File: src/rtl/pw_demod_pkg.sv
package pw_demod_pkg;
  typedef enum logic [1:0] {
    ST_IDLE  = 2'd0,
    ST_HUNT  = 2'd1,
    ST_GAP   = 2'd2,
    ST_CARR  = 2'd3
  } rx_state_t;
endpackage

File: src/rtl/pw_sync.sv
module pw_sync #(
  parameter int STAGES  = 2,
  parameter bit RST_VAL = 1'b1
) (
  input  logic clk,
  input  logic rst,
  input  logic d,
  output logic q
);
  logic [STAGES-1:0] chain;

  always_ff @(posedge clk) begin
    if (rst) chain <= {STAGES{RST_VAL}};
    else     chain <= {chain[STAGES-2:0], d};
  end

  assign q = chain[STAGES-1];
endmodule

File: src/rtl/pw_interval.sv
module pw_interval #(
  parameter int CNT_W   = 6,
  parameter int THRESH  = 17,
  parameter int MIN_T   = 4,
  parameter int MAX_T   = 31
) (
  input  logic clk,
  input  logic rst,
  input  logic tick,
  input  logic clear,
  output logic is_one,
  output logic too_short,
  output logic too_long
);
  localparam logic [CNT_W-1:0] CNT_TOP = {CNT_W{1'b1}};

  logic [CNT_W-1:0] cnt;
  logic [CNT_W-1:0] cnt_next;

  // saturating next count so that an idle line cannot wrap back to short
  assign cnt_next  = (cnt == CNT_TOP) ? cnt : cnt + 1'b1;
  assign is_one    = cnt_next >  CNT_W'(THRESH);
  assign too_short = cnt_next <  CNT_W'(MIN_T);
  assign too_long  = cnt_next >  CNT_W'(MAX_T);

  always_ff @(posedge clk) begin
    if (rst || clear) cnt <= '0;
    else if (tick)    cnt <= cnt_next;
  end
endmodule

File: src/rtl/pw_frame.sv
module pw_frame #(
  parameter int MAX_LEN = 23,
  parameter int LEN_W   = 5
) (
  input  logic               clk,
  input  logic               rst,
  input  logic               clr,
  input  logic               load,
  input  logic               bit_in,
  output logic [MAX_LEN-1:0] word,
  output logic [LEN_W-1:0]   len
);
  genvar gi;
  generate
    for (gi = 0; gi < MAX_LEN; gi++) begin : g_bit
      always_ff @(posedge clk) begin
        if (rst || clr)                          word[gi] <= 1'b0;
        else if (load && len == LEN_W'(gi))      word[gi] <= bit_in;
      end
    end
  endgenerate

  always_ff @(posedge clk) begin
    if (rst || clr) len <= '0;
    else if (load)  len <= len + 1'b1;
  end
endmodule

File: src/rtl/pw_demod.sv
module pw_demod #(
  parameter int TICK_GAP   = 4,
  parameter int TICK_ZERO  = 13,
  parameter int TICK_ONE   = 21,
  parameter int MIN_LEN    = 6,
  parameter int MAX_LEN    = 23,
  parameter int HUNT_LIMIT = 41,
  parameter int PIPE_ADJ   = 2,
  parameter int STAMP_W    = 16,
  parameter int SYNC_STG   = 2
) (
  input  logic               clk,
  input  logic               rst,
  input  logic               tick,
  input  logic               carrier_in,
  input  logic               start,
  input  logic               ks_bit,
  output logic               ks_adv,
  output logic [MAX_LEN-1:0] frame_word,
  output logic [4:0]         frame_len,
  output logic               done,
  output logic               err,
  output logic [STAMP_W-1:0] end_time
);
  import pw_demod_pkg::*;

  localparam int THRESH  = (TICK_ZERO + TICK_ONE) / 2;
  localparam int WAIT_MX = TICK_ONE * 3 / 2;
  localparam int CNT_W   = $clog2(WAIT_MX + 2);
  localparam int LEN_W   = $clog2(MAX_LEN + 1);
  localparam int SLOT_W  = $clog2(TICK_ONE);
  localparam int PER_W   = $clog2(HUNT_LIMIT);
  localparam logic [STAMP_W-1:0] END_ADJ = STAMP_W'(TICK_GAP - PIPE_ADJ);

  rx_state_t          state;
  logic               car;
  logic               is_one, too_short, too_long;
  logic               ivl_clr, frm_clr, frm_load;
  logic [SLOT_W-1:0]  slot_cnt;
  logic [PER_W-1:0]   slot_num;
  logic [STAMP_W-1:0] stamp, stamp_inc, last_gap;
  logic [LEN_W-1:0]   len;
  logic               len_full, len_ok;

  pw_sync #(.STAGES(SYNC_STG), .RST_VAL(1'b1)) u_sync (
    .clk(clk), .rst(rst), .d(carrier_in), .q(car)
  );

  pw_interval #(.CNT_W(CNT_W), .THRESH(THRESH), .MIN_T(TICK_GAP), .MAX_T(WAIT_MX)) u_ivl (
    .clk(clk), .rst(rst), .tick(tick), .clear(ivl_clr),
    .is_one(is_one), .too_short(too_short), .too_long(too_long)
  );

  pw_frame #(.MAX_LEN(MAX_LEN), .LEN_W(LEN_W)) u_frm (
    .clk(clk), .rst(rst), .clr(frm_clr), .load(frm_load),
    .bit_in(is_one ^ ks_bit), .word(frame_word), .len(len)
  );

  assign frame_len = 5'(len);
  assign stamp_inc = stamp + 1'b1;
  assign len_full  = (len == LEN_W'(MAX_LEN));
  assign len_ok    = (len >= LEN_W'(MIN_LEN)) && (len <= LEN_W'(MAX_LEN));
  assign frm_clr   = (state == ST_IDLE) && start;
  assign frm_load  = tick && (state == ST_CARR) && !car && !too_short && !len_full;
  assign ivl_clr   = (state == ST_IDLE) || (state == ST_HUNT) || frm_load;

  always_ff @(posedge clk) begin
    if (rst) begin
      state    <= ST_IDLE;
      slot_cnt <= '0;
      slot_num <= '0;
      stamp    <= '0;
      last_gap <= '0;
      done     <= 1'b0;
      err      <= 1'b0;
      ks_adv   <= 1'b0;
      end_time <= '0;
    end else begin
      done   <= 1'b0;
      ks_adv <= 1'b0;
      if (tick) stamp <= stamp_inc;
      case (state)
        ST_IDLE: begin
          if (start) begin
            state    <= ST_HUNT;
            slot_cnt <= '0;
            slot_num <= '0;
            ks_adv   <= 1'b1;
          end
        end
        ST_HUNT: begin
          if (tick) begin
            if (!car) begin
              state    <= ST_GAP;
              last_gap <= stamp_inc;
            end else if (slot_cnt == SLOT_W'(TICK_ONE - 1)) begin
              slot_cnt <= '0;
              if (slot_num == PER_W'(HUNT_LIMIT - 1)) begin
                state <= ST_IDLE;
                done  <= 1'b1;
                err   <= 1'b1;
              end else begin
                slot_num <= slot_num + 1'b1;
                ks_adv   <= 1'b1;
              end
            end else begin
              slot_cnt <= slot_cnt + 1'b1;
            end
          end
        end
        ST_GAP: begin
          if (tick) begin
            if (too_long) begin
              state    <= ST_IDLE;
              done     <= 1'b1;
              err      <= !len_ok;
              end_time <= last_gap + END_ADJ;
            end else if (car) begin
              state <= ST_CARR;
            end
          end
        end
        ST_CARR: begin
          if (tick) begin
            if (!car) begin
              if (too_short) begin
                state    <= ST_IDLE;
                done     <= 1'b1;
                err      <= !len_ok;
                end_time <= last_gap + END_ADJ;
              end else if (len_full) begin
                state <= ST_IDLE;
                done  <= 1'b1;
                err   <= 1'b1;
              end else begin
                state    <= ST_GAP;
                last_gap <= stamp_inc;
                ks_adv   <= 1'b1;
              end
            end else if (too_long) begin
              state    <= ST_IDLE;
              done     <= 1'b1;
              err      <= !len_ok;
              end_time <= last_gap + END_ADJ;
            end
          end
        end
        default: state <= ST_IDLE;
      endcase
    end
  end
endmodule

File: config.mk
export PLATFORM = sky130hd
export DESIGN_NAME = pw_demod
export DESIGN_NICKNAME = d
export VERILOG_FILES = /design/src/rtl/pw_demod_pkg.sv /design/src/rtl/pw_sync.sv /design/src/rtl/pw_interval.sv /design/src/rtl/pw_frame.sv /design/src/rtl/pw_demod.sv
export SDC_FILE = /design/constraint.sdc
export NUM_CORES = 1
export LEC_CHECK = 0
export BUFFER_PORTS_ARGS = -buffer_cell sky130_fd_sc_hd__clkbuf_2
export CAP_MARGIN = 40
export CORE_MARGIN = 2
export CORE_UTILIZATION = 30
export CTS_CLUSTER_DIAMETER = 200
export CTS_CLUSTER_SIZE = 12
export DETAILED_ROUTE_END_ITERATION = 7
export HOLD_SLACK_MARGIN = 0.03
export RECOVER_POWER = 25
export SKIP_CTS_REPAIR_TIMING = 1
export SLEW_MARGIN = 20
export SYNTH_ARGS = -nofsm -noshare
export SYNTH_HDL_FRONTEND = slang
export SYNTH_SLANG_ARGS = --single-unit
File: constraint.sdc
create_clock -name clk -period 2.4 [get_ports clk]
set_input_delay 0.24 -clock clk [delete_from_list [all_inputs] [get_ports clk]]
set_output_delay 0.24 -clock clk [all_outputs]
set_load 0.05 [all_outputs]
==> results of run 1 <==
## synthesized netlist by cell type, types with 6 or more instances
master and n:
sky130_fd_sc_hd__a21oi_1 22, sky130_fd_sc_hd__a211oi_1 30, sky130_fd_sc_hd__a41o_1 8, sky130_fd_sc_hd__mux2i_1 7, sky130_fd_sc_hd__buf_2 7, sky130_fd_sc_hd__nand4_1 12, sky130_fd_sc_hd__nor3_1 9, sky130_fd_sc_hd__or3_1 8
sky130_fd_sc_hd__nand2_1 50, sky130_fd_sc_hd__o21ai_2 7, sky130_fd_sc_hd__clkbuf_1 21, sky130_fd_sc_hd__xnor2_1 22, sky130_fd_sc_hd__o21ai_0 10, sky130_fd_sc_hd__ha_1 12, sky130_fd_sc_hd__o211ai_1 9, sky130_fd_sc_hd__xor2_1 30
sky130_fd_sc_hd__nand3_1 22, sky130_fd_sc_hd__nand2b_1 6, sky130_fd_sc_hd__nor2_1 84, sky130_fd_sc_hd__inv_1 12, sky130_fd_sc_hd__dfxtp_1 100, sky130_fd_sc_hd__o311ai_0 8
## metrics by stage
stage | cell area, um^2 | setup TNS, ns | hold slack, ns
6_report | 5850 | 0 | 0.133
2_1_floorplan | 4970 | 0 | 0.344
4_1_cts | 5880 | 0 | 0.119
3_3_place_gp | 5550 | 0 | 0.394
5_1_grt | 5850 | -0.00714 | 0.138
3_5_place_dp | 5550 | 0 | 0.397
## kinds of logic (layout without fill, tap and decap cells)
group	count (synthesis)	after routing	share of synthesized area, %
simple gates	228	228	22.1
compound gates	125	125	19.1
flops	100	100	40.3
xor+xnor	54	54	10.0
buf+inv	45	104	3.80
fa+ha+maj	12	12	3.02
mux	8	8	1.64
## sequential cells by signal, summed over array words and instances, names as in the netlist, 2 cells and up
name,count
u_frm.word,23
end_time,16
last_gap,16
stamp,16
slot_num,6
u_ivl.cnt,6
slot_cnt,5
u_frm.len,5
state,2
u_sync.chain,2
## path summary, 6_finish.rpt
check,cells after the start,end,slack [ns],from
worst max-delay path,6,u_frm.word[0]$_SDFFE_PP0P_,0.11,u_ivl.cnt[0]$_SDFFE_PP0P_
worst min-delay path,2,u_sync.chain[0]$_SDFF_PP1_,0.13,carrier_in
worst max register to register,6,u_frm.word[0]$_SDFFE_PP0P_,0.11,u_ivl.cnt[0]$_SDFFE_PP0P_
worst min register to register,1,u_sync.chain[1]$_SDFF_PP1_,0.41,u_sync.chain[0]$_SDFF_PP1_
## layout make-up
class                   instances  share of cell area (%)
clock inverters                 7                    1.65
well taps                     220                    4.70
multi-input cells             427                    47.6
clock buffers                   9                    3.85
inverters                      14                   0.898
repair buffers                 74                    7.07
flip-flops and latches        100                    34.2
## critical path: cells and delay by family (launching register included)
| kind | cells | cell delay (ns) |
|---|---|---|
| AND/OR/NAND/NOR | 2 | 0.85 |
| AO/OA/AOI/OAI | 3 | 0.77 |
| flip-flops | 1 | 0.35 |
| adder cells (fa/ha/maj) | 1 | 0.24 |
## placed cells by master, fill, tap and decap left out, types with 20 or more instances in the layout
master                       n
sky130_fd_sc_hd__clkbuf_2   23
sky130_fd_sc_hd__a21oi_1    22
sky130_fd_sc_hd__clkbuf_1   29
sky130_fd_sc_hd__nor2_1     83
sky130_fd_sc_hd__buf_4      20
sky130_fd_sc_hd__nand2_1    50
sky130_fd_sc_hd__nand3_1    22
sky130_fd_sc_hd__dfxtp_1   100
sky130_fd_sc_hd__xor2_1     30
sky130_fd_sc_hd__a211oi_1   30
sky130_fd_sc_hd__xnor2_1    22
## layer usage
layer,vias up,GRT usage [%],part of all wire [%]
li1,2165,-,-
met1,1901,17.2,52
met2,35,18.5,44
met3,8,1.95,2.3
met4,0,4.66,1.2
met5,-,0,0
## power groups by stage
stage                     Sequential (uW)  Combinational [uW]  Clock [uW]
final                                1690                 157        1590
after detailed placement             1730                 155           0
after floorplan                      1730                 108           0
after global routing                 1690                 175        1690
after CTS                            1690                 156        1640
after global placement               1730                 155           0
==> results.txt, run 1 <==
The first global-routing pass estimated 17900 um of wire. After layout, the worst path uses 95.2% of the clock period. The number of distinct library cells after synthesis is 64. The worst setup path is captured at a flip-flop.

The net switching share of the total power is 23.0%. The number of H-tree branching levels came out at 3. The placed instance count is 833. The critical path arrival is 2.57 ns.

The placeable core area came out at 16400 um^2. The number of endpoints failing setup at the final stage is 0. In this run the clock root is driven by a sky130_fd_sc_hd__clkbuf_16. The leakage power came out at between 0.0015 and 0.002 uW. The first TritonRoute pass finished after 4 iterations.

For this design the top-level I/O count stands at 53. The clock buffer count from CTS came out at 9. The area growth from synthesis to layout is 17.8%.

The required time of the critical path came out at 2.68 ns. The sequential share of the synthesized area came out at 40.3%. The worst voltage drop across the vdd grid is 0.000348 V. The area share of the largest cell type after synthesis is about 40%. The largest fanout on the critical path came out at 13. Timing would allow up to between 400 and 500 MHz.

The overall overflow remaining after global route came out at 0. The count of port buffers added during placement came out at 52. Walking the worst path, the cells encountered are ha_1, and2_1, a21oi_2, o21ai_1, or4_1, o21ai_2.

The height of the die is 133 um. The number of standard cells after synthesis is between 500 and 600. The internal portion of the total power is 2650 uW. The proportion of power drawn by the clock network is 46.2%.

For this run, design rule violations remaining after detail routing come to 0. The initial core utilization came out at a little under a third. The post-synthesis average cell area came out at 8.69 um^2. The combined global-route utilization of all metal layers came out at 12.1%.

TritonCTS built the clock tree. In this run, synthesis inferred 0 flip-flops with an integrated enable. The number of DRC violations after detailed-routing iteration 0 came out at 203. The register cell area after layout is roughly 2000 um^2. The total area of multi-input combinational cells is 2790 um^2. The clock period minus worst slack came out at 2.29 ns. The min-delay analysis places its worst path in the category input pin to flip-flop. The total count of max-transition violations in the final report is 0. Sorting the synthesized cells by area gives the leading types as sky130_fd_sc_hd__dfxtp_1 (40%), sky130_fd_sc_hd__nor2_1 (6.3%), sky130_fd_sc_hd__xor2_1 (5.3%).

The minimum setup slack in the final design came out at 0.114 ns. The count of antenna-violating nets left after detailed routing is 0. The die width came out at 133 um. The clock net sink count came out at 100. The row count came out at 47.

The estimated wirelength of the detail-placed design came out at 7570 um. The initial antenna violation count is 0. The clock-pin slew reported for the worst setup and hold paths after clock tree synthesis came out at 0.07 ns.

The dominant register cell in the synthesized netlist is sky130_fd_sc_hd__dfxtp_1. The total wire length is 10700 um. The design draws around 3400 uW. The number of cells in the finished layout apart from fillers came out at about 850. The number of vias per cell after detailed routing came out at about 4.8. Headroom to the max-slew limit came out at 45.8%.

The number of inserted filler cells in the final layout came out at 1725. The number of global-route vias before repair is 3646. The routed wire length per instance is 12.6 um.

After synthesis, the share of flip-flops with an asynchronous set or reset is 0%. Setup repair after global routing could not meet its margin everywhere. The synthesized design spends more area on one cell type than any other, namely sky130_fd_sc_hd__dfxtp_1. The number of warnings issued by yosys came out at 0. Across the run, the number of max-cap violations was 0. The layout cell share with drive strength beyond 1 is 14.4%. The synthesized netlist net count came out at 590. The final layout net count came out at 644.

Entering global routing, the biggest net connects 63 pins. Once layout is complete, the utilization of the core stands at 35.7%. The power density normalized to cell area came out at 587 nW/um^2. The routability congestion estimate is 0.822. The largest stage delay on the critical path is 0.63 ns. The die footprint came out at 17600 um^2. The number of buffers on the longest clock path came out at 2. The critical setup path kind is flip-flop to flip-flop. In this run, synthesis produced a sequential element count of 100.

The count of inserted antenna diode cells came out at 0. The final hold violation count came out at 0. The flow ran to the end, and the final reports show no timing, DRC or antenna violations. The slowest stage of the critical path belongs to the cell sky130_fd_sc_hd__or4_1. The worst setup path is launched from a flip-flop. The summed instance area of the synthesized netlist came out at 4970 um^2. The total number of vias is 4109. The clock skew is 0.0103 ns. The proportion of power drawn by combinational gates is between 4 and 5%. The post-place setup slack is approximately 0.15 ns. The power dissipated by switching net loads is 789 uW. The clock latency of the later-clocked register in the worst-skew pair came out at roughly 0.35 ns. The transition time at the pin with the least slew margin came out at 0.808 ns.

The fraction of power consumed by sequential logic is 49.2%.
No activity file was read; power rests on OpenSTA's default activity.
==> run 2: changes to the inputs <==
TNS_END_PERCENT = 50   (was not set)
clock period = 1.9 ns   (was 2.4 ns; I/O delays follow)
==> results.txt, run 2 (synthesized netlist as in run 1, its figures left out) <==
The run finished, with violations left. The checks that failed: setup timing. The largest net degree at the start of global routing came out at 46. The clock passes through at most 2 buffers. The transition time at the pin with the least slew margin came out at 0.910 ns. The routed wire length per instance came out at between 10 and 15 um. The first global-routing pass estimated between 15000 and 20000 um of wire. Input and output buffers added on the ports amount to 52. In the finished design, the share of the clock period the worst path needs comes to 109%. Measured along the y axis, the die boundary spans around 130 um. The final layout net count came out at approximately 700.

The clock skew is 0.00626 ns. For this design the ratio of total power to cell area is 664 nW/um^2. The required time of the critical path came out at 2.16 ns. The clock tree root buffer cell is sky130_fd_sc_hd__clkbuf_16. The minimum setup slack in the final design came out at -0.164 ns.

The clock net sink count came out at 100. The critical path arrival is 2.32 ns. The estimated wirelength of the detail-placed design is 8180 um. The combined global-route utilization of all metal layers came out at a little over an eighth. The library cell used most frequently in the layout, excluding fill and tap cells, is sky130_fd_sc_hd__dfxtp_1. The worst voltage drop across the vdd grid came out at roughly 0.00042 V. The routability congestion estimate came out at 0.813. The slowest stage of the critical path belongs to the cell sky130_fd_sc_hd__or4b_4. The initial utilization of the core area, before any placement, comes to a little under a third.

The clock-pin slew reported for the worst setup and hold paths after clock tree synthesis is 0.07 ns. The row count is between 40 and 50. Timing analysis after detailed placement gives a worst setup slack of -0.136 ns.

The overall overflow remaining after global route came out at 0. The count of inserted antenna diode cells came out at 0. The top cell types in the final layout, fill and taps aside, are sky130_fd_sc_hd__dfxtp_1 (91), sky130_fd_sc_hd__nor2_1 (80), sky130_fd_sc_hd__buf_4 (65). The worst setup path is launched from a flip-flop. The number of iterations in the first detailed-routing pass came out at 4.

The total wire length is around 12000 um. The leakage power came out at around 0.0024 uW. The clock period minus worst slack is between 2 and 2.5 ns. Setup repair after global routing could not meet its margin everywhere.

The maximum clock frequency came out at roughly 480 MHz. In this run, the number of DRC markers left after iteration 0 of detailed routing was 297. Counting flops per register, the top entry is u_frm.word. The number of H-tree branching levels came out at 3. TritonCTS built the clock tree. STA classifies the critical path endpoint as a flip-flop. The type of the worst min-delay path is input pin to flip-flop. The utilization after layout is 39.9%. Across all layers, the routed design uses 4363 vias.

Along the worst path, the maximum fanout reaches 7. The dominant delay contributor by cell family on the critical path is compound AO/OA/AOI/OAI gates. Across the run, the number of max-cap violations was 0. The number of global-route vias before repair is 3882. The number of remaining DRC errors came out at 0. The placeable core area is 16400 um^2. In this run the register-to-register setup slack is -0.16 ns. The top-level I/O count came out at 53. The critical path goes through ha_4, or4b_4, o21a_4, a21oi_4, xor2_4, buf_6, o41ai_4. Compared with the post-synthesis result, the final layout area differs by 31.6%. After detailed routing, the number of vias per cell comes to 4.83. The total count of max-transition violations in the final report came out at 0.

The clock latency of the later-clocked register in the worst-skew pair is roughly 0.36 ns. Once detail routing completed, the nets flagged for antenna violations numbered 0. The worst max-slew margin expressed relative to the limit is about two fifths. The largest stage delay on the critical path came out at 0.49 ns.

The count of buffering cells on the critical path with inverters included is 1. The critical setup path kind is flip-flop to flip-flop. Setup violations remaining at the end of the flow were counted as 48.

The initial antenna violation count was 0. The register with the most flip-flops in the layout has 23 of them. The die width came out at roughly 130 um. The layout cell share with drive strength beyond 1 came out at roughly 28%. The final hold violation count was 0. The number of inserted filler cells in the final layout is 1669.

The clock buffer count from CTS is 9. The die footprint is 17600 um^2.
==> run 2: cell count changes in the layout (fill, tap and decap cells not counted), moves of 5 or more <==
cell                       delta
sky130_fd_sc_hd__dfxtp_1      -9
sky130_fd_sc_hd__clkbuf_2    +14
sky130_fd_sc_hd__buf_4       +45
sky130_fd_sc_hd__dfxtp_4      +5
sky130_fd_sc_hd__clkbuf_1    -12
==> run 2: power by group <==
part	switching [uW]	internal [uW]
Clock	880	1080
Combinational	157	100
Sequential	15.3	2110
==> run 2: cell type report <==
class	instances	area, um^2	area share [%]
Inverter	14	52.6	0.804
Tap cell	220	275	4.21
Sequential cell	100	2030	31.0
Clock buffer	10	239	3.65
Multi-Input combinational cell	427	3010	46.0
Clock inverter	6	76.3	1.17
Timing Repair Buffer	126	861	13.2
==> run 2: through the flow <==
step / power, uW / setup TNS (ns) / std cells / area (um^2) / hold WS [ns]
CTS: 4380 / -4.20 / 893 / 6300 / 0.0580
finish: 4340 / -3.38 / 903 / 6540 / 0.0723
global route: 4510 / -7.88 / 903 / 6540 / 0.0676
floorplan: 2310 / -0.428 / 572 / 5050 / 0.294
global placement: 2410 / -2.52 / 877 / 5990 / 0.395
detailed placement: 2410 / -3.34 / 877 / 5990 / 0.399
==> run 2: final timing paths <==
check / start / end / cells past startpoint
max: u_ivl.cnt[1]$_SDFFE_PP0P_ / u_frm.word[2]$_SDFFE_PP0P_ / 7
min: carrier_in / u_sync.chain[0]$_SDFF_PP1_ / 2
max reg2reg: u_ivl.cnt[1]$_SDFFE_PP0P_ / u_frm.word[2]$_SDFFE_PP0P_ / 7
min reg2reg: u_sync.chain[0]$_SDFF_PP1_ / u_sync.chain[1]$_SDFF_PP1_ / 1
==> run 2: layer usage <==
metal	global-route usage, %	wire, um
met1	18.2	5900
met2	20.4	5530
met3	2.38	336
met4	4.84	211
met5	0	0
==> run 3: changes to the inputs <==
CORE_UTILIZATION = 53   (was 30)
PLACE_DENSITY = 0.76   (was not set)
clock period = 1.78 ns   (was 1.9 ns; I/O delays follow)
==> results.txt, run 3 (synthesized netlist as in run 1, its figures left out) <==
The flow ran to the end, but the final reports show violations. The final reports fail on setup timing. TritonCTS built the clock tree. The tree is rooted in a sky130_fd_sc_hd__clkbuf_8. The required time of the critical path is 2.03 ns.

The total wire length came out at 14600 um. After filler insertion, the fill cell instance count of the layout stands at 603. The largest net degree at the start of global routing came out at 40.

The clock-pin slew reported for the worst setup and hold paths after clock tree synthesis came out at 0.11 ns. The minimum setup slack in the final design is -0.441 ns. The row count is 35. The total area of multi-input combinational cells is 3140 um^2. After detailed placement, the design holds a cell count of approximately 780. For the worst setup path, the data arrival time is 2.47 ns. The transition time at the pin with the least slew margin came out at 0.581 ns. For this design the ratio of total power to cell area is between 500 and 600 nW/um^2. The count of inserted antenna diode cells is 0. Once layout is complete, the utilization of the core stands at between 70% and 80%. STA classifies the critical path startpoint as a flip-flop. The clock period minus worst slack is 2.22 ns. The depth of the worst register-to-register path is 7.

The register with the most flip-flops is u_frm.word. In this run, the number of DRC markers left after iteration 0 of detailed routing was 381. The critical path is of the flip-flop to flip-flop type.

Across the whole layout, storage elements account for 2030 um^2. The count of port buffers added during placement came out at 52. The worst hold path terminates at slot_num[1]$_SDFFE_PP0P_. The clock passes through at most 2 buffers. The placeable core area came out at 9150 um^2. The routability congestion estimate came out at ~0.82. The worst voltage drop across the vdd grid is 0.000344 V.

The initial antenna violation count is 1. In this run the tightest slew margin relative to its limit is about 61%. The number of remaining DRC errors is 0. Of all nets on the critical path, the largest fanout is 4. The clock skew came out at 0.0179 ns. Clock latency on the worst-skew pair, taken at its later pin, is 0.37 ns.

The estimated wirelength of the detail-placed design is 8940 um. The leading cell type in the layout, fill and taps excluded is sky130_fd_sc_hd__dfxtp_1. The reg-to-reg critical path startpoint is u_ivl.cnt[0]$_SDFFE_PP0P_. The number of maximum-capacitance constraint violations came out at 0. Compared with the post-synthesis result, the final layout area differs by 34.6%. Based on the critical path, the design can be clocked at up to 450 MHz. The final hold violation count came out at 0.

In the final design database the tool counted 717 nets. The type of element capturing the critical path is a flip-flop. The total count of max-transition violations in the final report came out at 0. The path class of the tightest hold or removal check is input pin to flip-flop. The count of antenna-violating nets left after detailed routing came out at 0. The cell count of the worst hold path came out at 4. The number of endpoints failing setup at the final stage came out at 73. The top-level I/O count is 53. The global-route wire length before repair is 19600 um. In this run the horizontal extent of the chip is 101 um. Before CTS, the worst setup slack after placement is -0.378 ns.

The number of iterations in the first detailed-routing pass came out at 5. In this run the static leakage power is 0.00249 uW. The setup slack of the most critical reg-to-reg path is -0.44 ns. The routed wire length per instance is 17.9 um. The worst path uses 125% of the clock period. In this run the critical register-to-register path is captured at u_frm.word[2]$_SDFFE_PP0P_. The flip-flop count of the largest register after layout is 23. In the layout the commonest cells are sky130_fd_sc_hd__dfxtp_1 (87), sky130_fd_sc_hd__nor2_1 (79), sky130_fd_sc_hd__buf_4 (71). The number of vias per cell after detailed routing came out at approximately 6. CTS saw 100 sinks. The height of the die came out at 101 um. The start point of the worst hold path is start. Global routing used 23.9% of the available tracks across all layers. Once the floorplan was initialized, standard cells occupied 54.3% of the core. CTS built an H-tree with a depth of 3. In the final layout, the share of cells above drive strength 1 is between 30% and 40%. The number of cells in the finished layout apart from fillers is 815. Tracing the worst setup path back leads to its startpoint at u_ivl.cnt[0]$_SDFFE_PP0P_. The number of global-route vias before repair is 4345. Setup repair after global routing could not meet its margin everywhere.

The die footprint is between 10000 and 15000 um^2. Detailed routing inserted a total of 4891 vias. The clock buffer count from CTS came out at 9. The overall overflow remaining after global route is 0.
==> run 3: per-stage QoR <==
stage	hold slack (ns)	TNS [ns]	power [uW]	cell area, um^2
after detailed placement	0.368	-16.70	2570	5970
after floorplan	0.282	-5.04	2470	5070
after global routing	0.217	-22.98	4090	6690
after global placement	0.369	-13.45	2560	5970
after CTS	-0.0163	-18.05	3900	6150
final	0.201	-16.74	3960	6690
==> run 3: cell type report <==
class,instances,share of cell area [%]
Inverter,14,0.785
Clock inverter,7,0.823
Sequential cell,100,30.4
Tap cell,111,2.08
Multi-Input combinational cell,428,47.0
Timing Repair Buffer,146,17.1
Clock buffer,9,1.85
==> run 3: worst max-delay path by stage <==
stage	end	slack, ns	cells past startpoint
floorplan	u_frm.word[6]$_SDFFE_PP0P_	-0.15	7
global placement	end_time[13]$_SDFFE_PP0P_	-0.27	9
detailed placement	end_time[7]$_SDFFE_PP0P_	-0.38	9
CTS	end_time[7]$_SDFFE_PP0P_	-0.39	9
global route	u_frm.word[2]$_SDFFE_PP0P_	-0.51	7
finish	u_frm.word[2]$_SDFFE_PP0P_	-0.44	7
==> run 3: critical path: stages, from the launching register on <==
cell                      delay (ns)
sky130_fd_sc_hd__dfxtp_4        0.37
sky130_fd_sc_hd__ha_4           0.17
sky130_fd_sc_hd__or4b_4         0.50
sky130_fd_sc_hd__o21a_4         0.15
sky130_fd_sc_hd__a21oi_4        0.19
sky130_fd_sc_hd__buf_4          0.19
sky130_fd_sc_hd__xor2_4         0.09
sky130_fd_sc_hd__o41ai_1        0.44
==> run 3: report_power, final <==
group	internal [uW]	switching, uW	total [uW]
Clock	530	863	1390
Combinational	113	182	295
Sequential	2250	20.4	2270
==> run 3: metal layers <==
layer,routed length (um),part of all wire (%),track usage [%],vias up
met5,13,0.089,0,-
met4,212,1.5,6.53,2
met3,745,5.1,5.62,24
met2,7490,51,42.1,187
met1,6120,42,29.1,2378
li1,-,-,-,2300
